===== src/rtl/mtu_pkg.sv =====
package mtu_pkg;
  localparam int unsigned BYTE_W = 8;
  localparam int unsigned ADDR_W = 3;
  localparam int unsigned PS_W   = 3;

  typedef enum logic [ADDR_W-1:0] {
    A_CTRL   = 3'd0,
    A_CNT_HI = 3'd1,
    A_CNT_LO = 3'd2,
    A_LIM_HI = 3'd3,
    A_LIM_LO = 3'd4
  } reg_addr_e;

  typedef enum logic [1:0] {
    SRC_OFF   = 2'b00,
    SRC_BUS   = 2'b01,
    SRC_FIXED = 2'b10,
    SRC_EXT   = 2'b11
  } clk_src_e;

  typedef struct packed {
    logic            ovf;
    logic            ie;
    logic            center;
    clk_src_e        src;
    logic [PS_W-1:0] ps;
  } ctrl_t;
endpackage


===== src/rtl/mtu_prescaler.sv =====
module mtu_prescaler
  import mtu_pkg::*;
#(
  parameter int unsigned SEL_W = PS_W
) (
  input  logic             clk,
  input  logic             rst,
  input  clk_src_e         src_i,
  input  logic [SEL_W-1:0] ps_i,
  input  logic             fixed_tick_i,
  input  logic             ext_tick_i,
  output logic             tick_o
);
  localparam int unsigned DIV_W = (1 << SEL_W) - 1;

  logic             tick_in;
  logic [DIV_W-1:0] div_q;
  logic [DIV_W-1:0] mask;

  always_comb begin
    unique case (src_i)
      SRC_BUS:   tick_in = 1'b1;
      SRC_FIXED: tick_in = fixed_tick_i;
      SRC_EXT:   tick_in = ext_tick_i;
      default:   tick_in = 1'b0;
    endcase
  end

  always_comb begin
    for (int i = 0; i < int'(DIV_W); i++) begin
      mask[i] = (i < int'(ps_i));
    end
  end

  assign tick_o = tick_in && ((div_q & mask) == mask);

  always_ff @(posedge clk) begin
    if (rst || src_i == SRC_OFF) begin
      div_q <= '0;
    end else if (tick_in) begin
      div_q <= div_q + DIV_W'(1);
    end
  end

  // a divided tick only ever accompanies a source pulse
  assert_tick_needs_src_R5: assert property (@(posedge clk) disable iff (rst)
    tick_o |-> (src_i != SRC_OFF));
  // without a source pulse the divider holds
  assert_div_hold_R4: assert property (@(posedge clk) disable iff (rst)
    (!tick_in && src_i != SRC_OFF) |=> $stable(div_q) || $past(src_i) != src_i || rst);
endmodule


===== src/rtl/mtu_counter.sv =====
module mtu_counter #(
  parameter int unsigned CNT_W = 16
) (
  input  logic             clk,
  input  logic             rst,
  input  logic             tick_i,
  input  logic             center_i,
  input  logic             clr_i,
  input  logic [CNT_W-1:0] limit_i,
  output logic [CNT_W-1:0] cnt_o,
  output logic             ovf_o
);
  logic [CNT_W-1:0] cnt_q, cnt_n, top;
  logic             down_q, down_n;

  assign top = (limit_i == '0) ? '1 : limit_i;

  always_comb begin
    cnt_n  = cnt_q;
    down_n = center_i ? down_q : 1'b0;
    ovf_o  = 1'b0;
    if (tick_i) begin
      if (!center_i) begin
        if (cnt_q >= top) begin
          cnt_n = '0;
          ovf_o = 1'b1;
        end else begin
          cnt_n = cnt_q + CNT_W'(1);
        end
      end else if (!down_q) begin
        if (cnt_q >= top) begin
          cnt_n  = cnt_q - CNT_W'(1);
          down_n = 1'b1;
          ovf_o  = 1'b1;
        end else begin
          cnt_n = cnt_q + CNT_W'(1);
        end
      end else begin
        if (cnt_q == '0) begin
          cnt_n  = CNT_W'(1);
          down_n = 1'b0;
        end else begin
          cnt_n = cnt_q - CNT_W'(1);
        end
      end
    end
  end

  always_ff @(posedge clk) begin
    if (rst || clr_i) begin
      cnt_q  <= '0;
      down_q <= 1'b0;
    end else begin
      cnt_q  <= cnt_n;
      down_q <= down_n;
    end
  end

  assign cnt_o = cnt_q;

  // no tick, no movement
  assert_hold_no_tick_R4: assert property (@(posedge clk) disable iff (rst)
    (!tick_i && !clr_i) |=> $stable(cnt_o));
  // an up-mode overflow lands on zero
  assert_wrap_zero_R1: assert property (@(posedge clk) disable iff (rst)
    (ovf_o && !center_i && !clr_i) |=> cnt_o == '0);
  // center mode moves by exactly one per tick
  assert_center_step_R3: assert property (@(posedge clk) disable iff (rst)
    (tick_i && center_i && !clr_i) |=>
      (cnt_o == $past(cnt_o) + CNT_W'(1)) || (cnt_o == $past(cnt_o) - CNT_W'(1)));
  // a clear strobe empties the counter
  assert_clear_R11: assert property (@(posedge clk) disable iff (rst)
    clr_i |=> cnt_o == '0);
endmodule


===== src/rtl/mtu_regs.sv =====
module mtu_regs
  import mtu_pkg::*;
#(
  parameter int unsigned CNT_W = 16
) (
  input  logic              clk,
  input  logic              rst,
  input  logic [ADDR_W-1:0] addr_i,
  input  logic              wr_i,
  input  logic              rd_i,
  input  logic [BYTE_W-1:0] wdata_i,
  input  logic              ovf_i,
  input  logic [CNT_W-1:0]  cnt_i,
  output logic [BYTE_W-1:0] rdata_o,
  output ctrl_t             ctrl_o,
  output logic [CNT_W-1:0]  limit_o,
  output logic              cnt_clr_o,
  output logic              irq_o
);
  localparam int unsigned HI_W = CNT_W - BYTE_W;

  ctrl_t             ctrl_q, wr_ctrl_val;
  logic              arm_q;
  logic [CNT_W-1:0]  limit_q;
  logic [BYTE_W-1:0] rdata_q;
  logic              wr_ctrl, rd_ctrl;

  assign wr_ctrl     = wr_i && (addr_i == A_CTRL);
  assign rd_ctrl     = rd_i && (addr_i == A_CTRL);
  assign wr_ctrl_val = ctrl_t'(wdata_i);
  assign cnt_clr_o   = wr_i && ((addr_i == A_CNT_HI) || (addr_i == A_CNT_LO));

  // control fields other than the flag
  always_ff @(posedge clk) begin
    if (rst) begin
      ctrl_q.ie     <= 1'b0;
      ctrl_q.center <= 1'b0;
      ctrl_q.src    <= SRC_OFF;
      ctrl_q.ps     <= '0;
    end else if (wr_ctrl) begin
      ctrl_q.ie     <= wr_ctrl_val.ie;
      ctrl_q.center <= wr_ctrl_val.center;
      ctrl_q.src    <= wr_ctrl_val.src;
      ctrl_q.ps     <= wr_ctrl_val.ps;
    end
  end

  // overflow flag with guarded two-step clear
  always_ff @(posedge clk) begin
    if (rst) begin
      ctrl_q.ovf <= 1'b0;
      arm_q      <= 1'b0;
    end else if (ovf_i) begin
      ctrl_q.ovf <= 1'b1;
      arm_q      <= 1'b0;
    end else if (wr_ctrl) begin
      if (arm_q && !wr_ctrl_val.ovf) ctrl_q.ovf <= 1'b0;
      arm_q <= 1'b0;
    end else if (rd_ctrl && ctrl_q.ovf) begin
      arm_q <= 1'b1;
    end
  end

  always_ff @(posedge clk) begin
    if (rst) begin
      limit_q <= '0;
    end else if (wr_i && addr_i == A_LIM_LO) begin
      limit_q[BYTE_W-1:0] <= wdata_i;
    end else if (wr_i && addr_i == A_LIM_HI) begin
      limit_q[CNT_W-1:BYTE_W] <= HI_W'(wdata_i);
    end
  end

  always_ff @(posedge clk) begin
    if (rst) begin
      rdata_q <= '0;
    end else if (rd_i) begin
      unique case (addr_i)
        A_CTRL:   rdata_q <= ctrl_q;
        A_CNT_HI: rdata_q <= BYTE_W'(cnt_i >> BYTE_W);
        A_CNT_LO: rdata_q <= cnt_i[BYTE_W-1:0];
        A_LIM_HI: rdata_q <= BYTE_W'(limit_q >> BYTE_W);
        A_LIM_LO: rdata_q <= limit_q[BYTE_W-1:0];
        default:  rdata_q <= '0;
      endcase
    end
  end

  assign rdata_o = rdata_q;
  assign ctrl_o  = ctrl_q;
  assign limit_o = limit_q;
  assign irq_o   = ctrl_q.ovf && ctrl_q.ie;

  // an overflow event always leaves the flag set
  assert_flag_sets_R1: assert property (@(posedge clk) disable iff (rst)
    ovf_i |=> ctrl_q.ovf);
  // the flag only falls after an armed write of 0
  assert_clear_needs_arm_R6: assert property (@(posedge clk) disable iff (rst)
    $fell(ctrl_q.ovf) |-> ($past(arm_q) && $past(wr_ctrl) && !$past(wdata_i[BYTE_W-1])));
  // a write of 1 to the flag keeps it
  assert_write_one_keeps_R8: assert property (@(posedge clk) disable iff (rst)
    (wr_ctrl && wdata_i[BYTE_W-1] && ctrl_q.ovf) |=> ctrl_q.ovf);
  // an overflow drops any pending arming
  assert_ovf_disarms_R7: assert property (@(posedge clk) disable iff (rst)
    ovf_i |=> !arm_q);
  // an interrupt request means the enable is set
  assert_irq_enable_R9: assert property (@(posedge clk) disable iff (rst)
    irq_o |-> ctrl_q.ie);
endmodule


===== src/rtl/modulo_timer.sv =====
module modulo_timer
  import mtu_pkg::*;
#(
  parameter int unsigned CNT_W = 16
) (
  input  logic              clk,
  input  logic              rst,
  input  logic [ADDR_W-1:0] bus_addr,
  input  logic              bus_wr,
  input  logic              bus_rd,
  input  logic [BYTE_W-1:0] bus_wdata,
  output logic [BYTE_W-1:0] bus_rdata,
  input  logic              fixed_tick,
  input  logic              ext_tick,
  output logic              irq
);
  ctrl_t            ctrl;
  logic [CNT_W-1:0] limit, cnt;
  logic             tick, ovf, cnt_clr;

  mtu_regs #(.CNT_W(CNT_W)) u_regs (
    .clk      (clk),
    .rst      (rst),
    .addr_i   (bus_addr),
    .wr_i     (bus_wr),
    .rd_i     (bus_rd),
    .wdata_i  (bus_wdata),
    .ovf_i    (ovf),
    .cnt_i    (cnt),
    .rdata_o  (bus_rdata),
    .ctrl_o   (ctrl),
    .limit_o  (limit),
    .cnt_clr_o(cnt_clr),
    .irq_o    (irq)
  );

  mtu_prescaler #(.SEL_W(PS_W)) u_pre (
    .clk         (clk),
    .rst         (rst),
    .src_i       (ctrl.src),
    .ps_i        (ctrl.ps),
    .fixed_tick_i(fixed_tick),
    .ext_tick_i  (ext_tick),
    .tick_o      (tick)
  );

  mtu_counter #(.CNT_W(CNT_W)) u_cnt (
    .clk     (clk),
    .rst     (rst),
    .tick_i  (tick),
    .center_i(ctrl.center),
    .clr_i   (cnt_clr),
    .limit_i (limit),
    .cnt_o   (cnt),
    .ovf_o   (ovf)
  );
endmodule


===== config.mk =====
export PLATFORM = sky130hd
export DESIGN_NAME = modulo_timer
export DESIGN_NICKNAME = d
export VERILOG_FILES = /design/src/rtl/mtu_pkg.sv /design/src/rtl/mtu_prescaler.sv /design/src/rtl/mtu_counter.sv /design/src/rtl/mtu_regs.sv /design/src/rtl/modulo_timer.sv
export SDC_FILE = /design/constraint.sdc
export NUM_CORES = 1
export LEC_CHECK = 0
export CORE_MARGIN = 1.5
export CORE_UTILIZATION = 59
export CTS_CLUSTER_DIAMETER = 50
export DETAILED_ROUTE_END_ITERATION = 7
export GPL_TIMING_DRIVEN = 1
export PLACE_DENSITY = 0.79
export SYNTH_ARGS = -nofsm -noshare
export SYNTH_HDL_FRONTEND = slang
export SYNTH_SLANG_ARGS = --single-unit

===== constraint.sdc =====
create_clock -name clk -period 4.3 [get_ports clk]
set_input_delay 1.075 -clock clk [delete_from_list [all_inputs] [get_ports clk]]
set_output_delay 1.075 -clock clk [all_outputs]
set_load 0.01 [all_outputs]

==> out/results.ini <==
[detailed_routing]
wl_mm=10.4
wl_per_cell_um=18.3
remaining_drc_errors=0
drt_first_pass_iters=5
drt_iter0_markers=613
vias=3789
postRouteAntennaNets=0
post_drt_via_cell_ratio=6.62

[timing]
timing_hold_violations_final=0
finalMaxSlewViolations=0
fin_skew_ns=0.0150
rsz0062_at_grt=false
tightest_slew_ns=0.772
setup_viol=0
slew_headroom_pct=48.5
period_minus_slack_ns=3.86
setup_tns_ns=0
period_share_pct=89.9
setup_slack_ns=0.435
clock.fmax_ghz=0.259

[critical_path]
r2r_start=u_regs.limit_o[3]$_SDFFE_PP0P_
endpoint_kind=flip-flop
crit_arrival_ns=4.10
path_max_fanout=16
start_kind=flip-flop
r2r-end=u_cnt.cnt_o[12]$_SDFFE_PP0P_
crit_start=u_regs.limit_o[3]$_SDFFE_PP0P_
worst_r2r_path_depth=11
r2r_setup_slack_ns=0.44
cp_data_required_time_ns=4.54
path_class=flip-flop to flip-flop
crit_path_end=u_cnt.cnt_o[12]$_SDFFE_PP0P_

[clocking]
clock_tree.root_cell=clkbuf_8
clk_path_buf_depth=2
post_cts_buffers=0
cts_tree=built
cts_sinks=57
htreeDepth=3
cts_resized=0
ctsHoldBuffers=0
cts.clk_slew.worst_paths_ns=0.08
cts_made_buffers=9
clk-insertion-delay-late_ns=0.35

[yosys]
netlist_instances=489
ys_ff_latch=57
synth_area_um2=3690
yosys_warnings=0
yosysSeqAreaShare_pct=30.9
ys_async_sr_fraction_pct=0
yosys_most_used_dff=dfxtp_1
synth.distinct_cells=58
synth_edf_count=0
syn_nets=525
syn_area_per_cell_um2=7.55

[floorplanning]
start_util_pct=61.7
core_um2=5990
dieArea_um2=6740
die_x_um=82.1
ioPinCount=26
std_cell_rows=28
dieHeight_um=82.1

[cells_and_area]
fin_nets=528
layout-drive-gt1-share_pct=7.65
n_antenna_cell=0
area_growth_syn_to_layout_pct=11.5
fin_cells=572

[placement]
post-dp-hpwl_mm=7.30
gp_congestion=0.992
portBuffers=25
dpl.cell_count=556
pre_cts_ws_ns=0.616

[global_route]
grt_start_max_net_pins=37
grt_pass1_vias=3367
grt.overflow.total=0
grt_pass1_wl_mm=17.1
antenna_found_initial=0
track_usage_pct=33.6

[pwr]
p_per_area_nw_per_um2=300
vdd_drop_max_uv=225
p_leak_nw=1.46

[run_status]
status=finished clean

[hold_path]
hold_path_class=flip-flop to flip-flop
whs_path_depth=2

[run]
cap_viol_max_count=0

## metrics by stage
stage,utilization (%),area (µm²),hold slack (ns),total power [mW]
global placement,65.3,3910,0.475,0.702
global route,68.7,4120,0.516,1.27
detailed placement,65.3,3910,0.483,0.706
floorplan,-,3690,0.442,0.656
CTS,68.7,4120,0.494,1.23
finish,68.7,4120,0.498,1.23
## kinds of logic after synthesis
| logic type | after synthesis | share of synthesized area, % |
|---|---|---|
| compound gates | 140 | 24.3 |
| xor+xnor | 11 | 2.61 |
| fa+ha+maj | 19 | 6.44 |
| buf+inv | 46 | 5.42 |
| flops | 57 | 30.9 |
| mux | 6 | 2.10 |
| simple gates | 210 | 28.3 |
## cell type report
| cell class | count | area (µm²) |
|---|---|---|
| well taps | 75 | 93.8 |
| clock inverters | 6 | 67.6 |
| clock buffers | 10 | 138 |
| fillers | 518 | 1870 |
| inverters | 8 | 30.0 |
| flip-flops and latches | 57 | 1140 |
| multi-input cells | 386 | 2360 |
| repair buffers | 30 | 288 |
## cells in the final DEF (no fill, tap or decap), types with 8 or more instances in the layout
cell type,count
a21oi_1,54
dfxtp_1,57
xor2_1,9
nand3_1,20
ha_1,19
nor2_1,43
a22oi_1,17
clkbuf_8,10
nor4_1,10
nor3_1,14
nor2b_1,12
inv_1,8
nand2_1,71
clkdlybuf4s50_1,25
o21ai_0,17
## power breakdown
part / switching (mW) / internal (mW)
registers: 0.00765 / 0.533
clock network: 0.251 / 0.284
logic: 0.0990 / 0.0599
## sequential cells by signal (all words and copies together), names as in the netlist
register	flops
u_regs.rdata_o	8
u_cnt.cnt_o	16
u_regs.arm_q	1
u_pre.div_q	7
u_cnt.down_q	1
u_regs.ctrl_o	8
u_regs.limit_o	16
## per-layer routing
layer  up-vias  GRT usage, %  part of all wire [%]
li1       1792             -                     -
met5         -             0                     0
met3        28          7.03                    10
met2       213          48.4                    43
met1      1756          48.7                    44
met4         0          13.1                   2.7
## synth_stat cells (6+ instances only)
library cell	instances	share of area (%)
a22oi_1	17	3.5
and3_1	7	1.2
nand2_1	71	7.2
a211oi_1	6	1.2
xor2_1	9	2.1
inv_1	8	0.81
nor4_1	10	1.7
nand3_1	20	2.7
dfxtp_1	57	31
ha_1	19	6.4
o22ai_1	7	1.2
nor2_1	43	4.4
nor2b_1	12	2.0
o21ai_0	17	2.3
nor3_1	14	1.9
a21oi_1	54	7.3
clkbuf_1	27	2.7
nand4_1	7	1.2
a31oi_1	7	1.2
## how the worst min path moves through the flow
stage / startpoint / end / slack [ns]
CTS: u_regs.limit_o[7]$_SDFFE_PP0P_ / u_regs.limit_o[7]$_SDFFE_PP0P_ / 0.49
floorplan: u_regs.ctrl_o[6]$_SDFFE_PP0P_ / u_regs.ctrl_o[6]$_SDFFE_PP0P_ / 0.44
detailed placement: u_regs.limit_o[13]$_SDFFE_PP0P_ / u_regs.limit_o[13]$_SDFFE_PP0P_ / 0.48
global placement: u_regs.limit_o[13]$_SDFFE_PP0P_ / u_regs.limit_o[13]$_SDFFE_PP0P_ / 0.47
finish: u_regs.limit_o[7]$_SDFFE_PP0P_ / u_regs.limit_o[7]$_SDFFE_PP0P_ / 0.50
global route: u_regs.limit_o[13]$_SDFFE_PP0P_ / u_regs.limit_o[13]$_SDFFE_PP0P_ / 0.52
## critical path, cell delays in order, from the launching register on
cell     delay (ns)
dfxtp_1        0.34
nor4_1         0.30
and4_1         0.54
nor2_1         0.14
ha_1           0.36
nand4_1        0.20
nor4_1         0.47
o31a_1         0.28
o41ai_2        0.11
nor2_2         0.47
a22oi_1        0.19
o41ai_1        0.34
Note: power is estimated with default switching activity, not from simulation.
